`config.mk`:
```
export PLATFORM = sky130hd
export DESIGN_NAME = tbc_top
export DESIGN_NICKNAME = d
export VERILOG_FILES = /design/src/rtl/tbc_pkg.sv /design/src/rtl/tbc_rst_sync.sv /design/src/rtl/tbc_prescaler.sv /design/src/rtl/tbc_freerun.sv /design/src/rtl/tbc_regif.sv /design/src/rtl/tbc_top.sv
export SDC_FILE = /design/constraint.sdc
export NUM_CORES = 1
export LEC_CHECK = 0
export BUFFER_PORTS_ARGS = -buffer_cell sky130_fd_sc_hd__buf_4
export CAP_MARGIN = 25
export CORE_MARGIN = 5
export CORE_UTILIZATION = 55
export CTS_BUF_LIST = sky130_fd_sc_hd__clkbuf_4 sky130_fd_sc_hd__clkbuf_8
export CTS_CLUSTER_DIAMETER = 60
export DETAILED_ROUTE_END_ITERATION = 10
export HOLD_SLACK_MARGIN = 0.12
export PLACE_DENSITY = 0.76
export SLEW_MARGIN = 5
export SYNTH_ARGS = -nofsm -noshare
export SYNTH_HDL_FRONTEND = slang
export SYNTH_SLANG_ARGS = --single-unit
export TNS_END_PERCENT = 10
```
`constraint.sdc`:
```
create_clock -name clk -period 8.42 [get_ports clk]
set_input_delay 1.263 -clock clk [delete_from_list [all_inputs] [get_ports clk]]
set_output_delay 1.263 -clock clk [all_outputs]
set_load 0.01 [all_outputs]
```
`src/rtl/tbc_pkg.sv`:
```
package tbc_pkg;
  localparam int ADDR_W = 8;

  localparam logic [ADDR_W-1:0] OFS_PRE = 8'h08;
  localparam logic [ADDR_W-1:0] OFS_FRC = 8'h0C;
  localparam logic [ADDR_W-1:0] OFS_CMP = 8'h18;
  localparam logic [ADDR_W-1:0] OFS_CAP = 8'h20;

  typedef enum logic [2:0] {
    RSEL_NONE,
    RSEL_PRE,
    RSEL_FRC,
    RSEL_CMP,
    RSEL_CAP
  } rsel_e;

  function automatic rsel_e decode_rsel(input logic [ADDR_W-1:0] addr);
    case (addr)
      OFS_PRE: return RSEL_PRE;
      OFS_FRC: return RSEL_FRC;
      OFS_CMP: return RSEL_CMP;
      OFS_CAP: return RSEL_CAP;
      default: return RSEL_NONE;
    endcase
  endfunction
endpackage

```
`src/rtl/tbc_rst_sync.sv`:
```
module tbc_rst_sync #(
  parameter int STAGES = 2
) (
  input  logic clk,
  input  logic rst_ni,
  output logic rst_no
);
  logic [STAGES-1:0] sync_q;
  logic [STAGES-1:0] sync_d;

  generate
    if (STAGES == 1) begin : g_one
      always_comb sync_d = 1'b1;
    end else begin : g_many
      always_comb sync_d = {sync_q[STAGES-2:0], 1'b1};
    end
  endgenerate

  always_ff @(posedge clk or negedge rst_ni) begin
    if (!rst_ni) sync_q <= '0;
    else         sync_q <= sync_d;
  end

  assign rst_no = sync_q[STAGES-1];
endmodule

```
`src/rtl/tbc_prescaler.sv`:
```
module tbc_prescaler #(
  parameter int W = 32
) (
  input  logic         clk,
  input  logic         rst_n,
  input  logic         en_i,
  input  logic [W-1:0] cmp_i,
  output logic [W-1:0] cnt_o,
  output logic         tick_o
);
  localparam logic [W-1:0] ALL_ONES = '1;

  logic [W-1:0] cnt_q, cnt_d;
  logic         wrap_q, wrap_d;
  logic         hit;

  // A zero limit only matches on the extra clock that follows a wrap
  always_comb begin
    hit    = (cnt_q == cmp_i) && ((cmp_i != '0) || wrap_q);
    cnt_d  = cnt_q;
    wrap_d = wrap_q;
    if (en_i) begin
      if (hit) begin
        cnt_d  = '0;
        wrap_d = 1'b0;
      end else begin
        cnt_d = cnt_q + 1'b1;
        if (cnt_q == ALL_ONES) wrap_d = 1'b1;
      end
    end
  end

  always_ff @(posedge clk or negedge rst_n) begin
    if (!rst_n) begin
      cnt_q  <= '0;
      wrap_q <= 1'b0;
    end else begin
      cnt_q  <= cnt_d;
      wrap_q <= wrap_d;
    end
  end

  assign cnt_o  = cnt_q;
  assign tick_o = en_i && hit;

  assert_clear_on_match_R2: assert property (@(posedge clk) disable iff (!rst_n)
    tick_o |=> (cnt_q == '0));
  assert_step_R2: assert property (@(posedge clk) disable iff (!rst_n)
    (en_i && !tick_o) |=> (cnt_q == $past(cnt_q) + 1'b1));
  assert_wrap_then_hold_R3: assert property (@(posedge clk) disable iff (!rst_n)
    (en_i && cmp_i == '0 && cnt_q == ALL_ONES) |=> (cnt_q == '0 && wrap_q));
  assert_hold_R10: assert property (@(posedge clk) disable iff (!rst_n)
    !en_i |=> $stable(cnt_q));
endmodule

```
`src/rtl/tbc_freerun.sv`:
```
module tbc_freerun #(
  parameter int W = 32
) (
  input  logic         clk,
  input  logic         rst_n,
  input  logic         tick_i,
  input  logic         cap_i,
  output logic [W-1:0] frc_o,
  output logic [W-1:0] cap_o
);
  logic [W-1:0] frc_q, frc_d;
  logic [W-1:0] cap_q, cap_d;

  always_comb begin
    frc_d = tick_i ? frc_q + 1'b1 : frc_q;
    cap_d = cap_i ? frc_q : cap_q;   // count before any increment on this edge
  end

  always_ff @(posedge clk or negedge rst_n) begin
    if (!rst_n) begin
      frc_q <= '0;
      cap_q <= '0;
    end else begin
      frc_q <= frc_d;
      cap_q <= cap_d;
    end
  end

  assign frc_o = frc_q;
  assign cap_o = cap_q;

  assert_frc_step_R2: assert property (@(posedge clk) disable iff (!rst_n)
    tick_i |=> (frc_q == $past(frc_q) + 1'b1));
  assert_frc_hold_R10: assert property (@(posedge clk) disable iff (!rst_n)
    !tick_i |=> $stable(frc_q));
  assert_cap_load_R9: assert property (@(posedge clk) disable iff (!rst_n)
    cap_i |=> (cap_q == $past(frc_q)));
  assert_cap_hold_R8: assert property (@(posedge clk) disable iff (!rst_n)
    !cap_i |=> $stable(cap_q));
endmodule

```
`src/rtl/tbc_regif.sv`:
```
module tbc_regif
  import tbc_pkg::*;
#(
  parameter int W = 32
) (
  input  logic              clk,
  input  logic              rst_n,
  input  logic              wr_i,
  input  logic              priv_i,
  input  logic              ext_i,
  input  logic [ADDR_W-1:0] addr_i,
  input  logic [W-1:0]      wdata_i,
  input  logic [W-1:0]      pre_i,
  input  logic [W-1:0]      frc_i,
  input  logic [W-1:0]      cap_i,
  output logic [W-1:0]      cmp_o,
  output logic [W-1:0]      rdata_o
);
  logic [W-1:0] cmp_q, cmp_d;
  logic         cmp_we;
  rsel_e        rsel;

  always_comb begin
    rsel   = decode_rsel(addr_i);
    cmp_we = wr_i && priv_i && !ext_i && (rsel == RSEL_CMP);
    cmp_d  = cmp_we ? wdata_i : cmp_q;
  end

  always_ff @(posedge clk or negedge rst_n) begin
    if (!rst_n) cmp_q <= '0;
    else        cmp_q <= cmp_d;
  end

  always_comb begin
    case (rsel)
      RSEL_PRE: rdata_o = pre_i;
      RSEL_FRC: rdata_o = frc_i;
      RSEL_CMP: rdata_o = cmp_q;
      RSEL_CAP: rdata_o = cap_i;
      default:  rdata_o = '0;
    endcase
  end

  assign cmp_o = cmp_q;

  assert_ext_blocks_R4: assert property (@(posedge clk) disable iff (!rst_n)
    (wr_i && ext_i) |=> $stable(cmp_q));
  assert_unpriv_blocks_R5: assert property (@(posedge clk) disable iff (!rst_n)
    (wr_i && !priv_i) |=> $stable(cmp_q));
  assert_write_lands_R6: assert property (@(posedge clk) disable iff (!rst_n)
    (wr_i && priv_i && !ext_i && addr_i == OFS_CMP) |=> (cmp_q == $past(wdata_i)));
  assert_other_ofs_R11: assert property (@(posedge clk) disable iff (!rst_n)
    (addr_i != OFS_CMP) |=> $stable(cmp_q));
endmodule

```
`src/rtl/tbc_top.sv`:
```
module tbc_top
  import tbc_pkg::*;
#(
  parameter int CNT_W       = 32,
  parameter int SYNC_STAGES = 2
) (
  input  logic              clk,
  input  logic              rst_n,
  input  logic              cnt_en,
  input  logic              cap_evt,
  input  logic              ext_tb_sel,
  input  logic              bus_wr,
  input  logic              bus_priv,
  input  logic [ADDR_W-1:0] bus_addr,
  input  logic [CNT_W-1:0]  bus_wdata,
  output logic [CNT_W-1:0]  bus_rdata
);
  logic             rst_sync_n;
  logic [CNT_W-1:0] cmp, pre, frc, cap;
  logic             tick;

  tbc_rst_sync #(.STAGES(SYNC_STAGES)) u_rst (
    .clk(clk), .rst_ni(rst_n), .rst_no(rst_sync_n)
  );

  tbc_prescaler #(.W(CNT_W)) u_pre (
    .clk(clk), .rst_n(rst_sync_n), .en_i(cnt_en), .cmp_i(cmp),
    .cnt_o(pre), .tick_o(tick)
  );

  tbc_freerun #(.W(CNT_W)) u_frc (
    .clk(clk), .rst_n(rst_sync_n), .tick_i(tick), .cap_i(cap_evt),
    .frc_o(frc), .cap_o(cap)
  );

  tbc_regif #(.W(CNT_W)) u_reg (
    .clk(clk), .rst_n(rst_sync_n), .wr_i(bus_wr), .priv_i(bus_priv),
    .ext_i(ext_tb_sel), .addr_i(bus_addr), .wdata_i(bus_wdata),
    .pre_i(pre), .frc_i(frc), .cap_i(cap), .cmp_o(cmp), .rdata_o(bus_rdata)
  );

  assert_tick_needs_en_R10: assert property (@(posedge clk) disable iff (!rst_sync_n)
    !cnt_en |=> $stable(frc));
endmodule

```
==> results.json <==
{
  "startpoint_type": "primary input",
  "drc": 0,
  "synth_fa_ha_area_share_pct": 0.363,
  "yosysSeqAreaShare_pct": 47.5,
  "synth_area_um2": 6900,
  "synth_compound_area_share_pct": 7.52,
  "grt_pass1_vias": 5312,
  "synth_top_family_by_area": "simple AND/OR/NAND/NOR gates",
  "synth_seq_cells": 131,
  "fin_crit_ps": 4250,
  "postRouteAntennaNets": 0,
  "power_frac_seq_pct": 48.2,
  "maxSlewViolCount": 0,
  "combPwrFrac_pct": 10.0,
  "synth_edf_count": 0,
  "clockBufferDepth": 2,
  "drv_cap": 0,
  "synth_area_leaders": "dfrtp_1 48%, mux2_2 7.2%, a22oi_1 7.0%, xor2_1 6.5%, xnor2_1 5.0%",
  "synth-main-ff-cell": "dfrtp_1",
  "r2r_end": "u_pre.cnt_o[22]",
  "place_inst": 845,
  "syn_to_final_growth_pct": 16.7,
  "fmax_mhz": 235,
  "clock-sinks": 131,
  "finalSetupViolCount": 0,
  "dr.pass1.iters": 6,
  "period_share_pct": 50.5,
  "leakagePower_nw": 3.92,
  "r2r_cells": 7,
  "htreeDepth": 4,
  "arrival_ps": 2990,
  "yosys.area_share.xor_xnor_pct": 11.4,
  "crit_path_max_fanout": 31,
  "die_height_um": 122,
  "grt_pass1_wl_um": 27600,
  "nets": 742,
  "status": "complete, no violations",
  "ir_worst_vdd_mv": 0.120,
  "dieArea_um2": 14900,
  "fp-row-count": 41,
  "portBuffers": 78,
  "post_drt_via_cell_ratio": 6.01,
  "swShare_pct": 25.5,
  "ys_async_sr_fraction_pct": 100,
  "min_path_type": "reg -> reg",
  "syn_area_per_cell_um2": 11.0,
  "yosysTopAreaCell": "dfrtp_1",
  "postCtsSetupRepairBufs": 0,
  "place_congestion": 0.998,
  "post_cts_resized": 0,
  "tritoncts": "built",
  "cts.clk_slew.worst_paths_ps": 70,
  "worst_pin_slew_ps": 849,
  "cts_made_buffers": 17,
  "stdcell_count": 877,
  "synth_most_common_cell": "dfrtp_1",
  "synth_top_area_share_pct": 47.5,
  "yosysWarnings": 0,
  "layout-drive-gt1-share_pct": 27.9,
  "required_ps": 7160,
  "yosysUniqueCellTypes": 41,
  "overflow": 0,
  "grt_usage_pct": 24.1,
  "synth_mux_area_share_pct": 10.8,
  "routed_wl_um": 17300,
  "via_count": 5273,
  "crit_start": "bus_addr[7]",
  "dp_hpwl_um": 12400,
  "skew_ps": 8.98,
  "synth-simple-area-share_pct": 19.1,
  "fp.coreArea_um2": 12500,
  "grt_max_degree": 76,
  "ios": 79,
  "synthTopCellsByCount": "131 x dfrtp_1, 64 x a22oi_1, 51 x nand2_1, 51 x xor2_1, 44 x mux2_2",
  "p_int_mw": 1.05,
  "root_buffer": "clkbuf_8",
  "timing.rr.start": "u_pre.cnt_o[6]",
  "power_density_nw_per_um2": 176,
  "wl_per_cell_um": 19.8,
  "rsz0062_at_grt": "no",
  "slew_headroom_pct": 43.2,
  "antenna_found_initial": 0,
  "syn_inst": 626,
  "dr.first_iter.drc_count": 418,
  "finalHoldViolations": 0,
  "critPathKind": "in -> out",
  "cp-end-kind": "primary output",
  "antennaDiodeCount": 0,
  "clkPwrFrac_pct": 41.8,
  "fin_tns_setup_ps": 0,
  "worstSkewPairLatency_ps": 460,
  "start_util_pct": 55.4,
  "r2r_slack_ps": 5580,
  "die_x_um": 122,
  "cts_hold_buf": 0,
  "crit_end": "bus_rdata[31]",
  "power.total_mw": 1.41,
  "switching_power_mw": 0.361,
  "synthesis.nets": 675
}
-- critical path, cell delays in order --
cell      delay, ps
buf_4           110
nor4_2          280
nand3b_1        240
nor3b_4         270
buf_4           360
a22oi_1         220
nand2_1         110
buf_4           120
-- through the flow --
step                      instance area [um^2]  setup WS [ps]  utilization, %  hold WS (ps)
after CTS                                 8020           4200            64.4           354
after global placement                    7570           4260            60.8           334
final                                     8050           4170            64.6           352
after global routing                      8050           4030            64.6           383
after floorplan                           6900           4500               -           331
after detailed placement                  7570           4200            60.8           337
-- how the worst min path moves through the flow --
| stage | from | endpoint | slack (ps) | cells past startpoint |
|---|---|---|---|---|
| 2_1_floorplan | u_rst.sync_q[0] | u_rst.sync_q[1] | 330 | 0 |
| 3_3_place_gp | u_rst.sync_q[0] | u_rst.sync_q[1] | 330 | 0 |
| 3_5_place_dp | u_rst.sync_q[0] | u_rst.sync_q[1] | 340 | 0 |
| 4_1_cts | u_rst.sync_q[0] | u_rst.sync_q[1] | 350 | 0 |
| 5_1_grt | u_rst.sync_q[0] | u_rst.sync_q[1] | 380 | 0 |
| 6_report | u_rst.sync_q[0] | u_rst.sync_q[1] | 350 | 0 |
-- registers in the layout, indices dropped and copies added, names as in the netlist --
name          cells
u_frc.frc_o      32
u_reg.cmp_o      32
u_rst.sync_q      2
u_frc.cap_o      32
u_pre.wrap_q      1
u_pre.cnt_o      32
-- cells by family after synthesis --
group           Yosys count
buf+inv                  42
mux                      66
xor+xnor                 90
fa+ha+maj                 2
other cells               1
compound gates           71
simple gates            223
flops                   131
-- placed cells by master, fill, tap and decap left out, drive strengths merged, types with 23 or more instances in the layout --
cell type / synthesis / routed
dfrtp: 131 / 131
buf: 21 / 87
mux2: 65 / 65
a22oi: 64 / 64
nand2: 52 / 52
xor2: 51 / 51
xnor2: 39 / 39
nor2: 37 / 37
nor4: 29 / 29
nand4: 26 / 26
nand3: 25 / 25
clkbuf: 18 / 24
nor3: 23 / 23
-- layout make-up --
type	instances	area, um^2
clock buffers	24	330
clock inverters	7	119
fillers	999	4410
inverters	3	11.3
multi-input cells	453	3420
flip-flops and latches	131	3280
well taps	172	215
repair buffers	87	673
-- power groups by stage --
stage | Sequential (mW) | Clock (mW) | Combinational, mW
after detailed placement | 0.693 | 0 | 0.140
after global placement | 0.692 | 0 | 0.137
after CTS | 0.681 | 0.601 | 0.141
final | 0.681 | 0.590 | 0.142
after floorplan | 0.690 | 0 | 0.101
after global routing | 0.686 | 0.625 | 0.156
-- routing by layer --
metal	GRT usage [%]	part of all wire [%]
met1	32.0	43
met2	37.5	48
met3	6.55	5.9
met4	10.2	3.3
met5	0	0
Note: power is estimated with default switching activity, not from simulation.
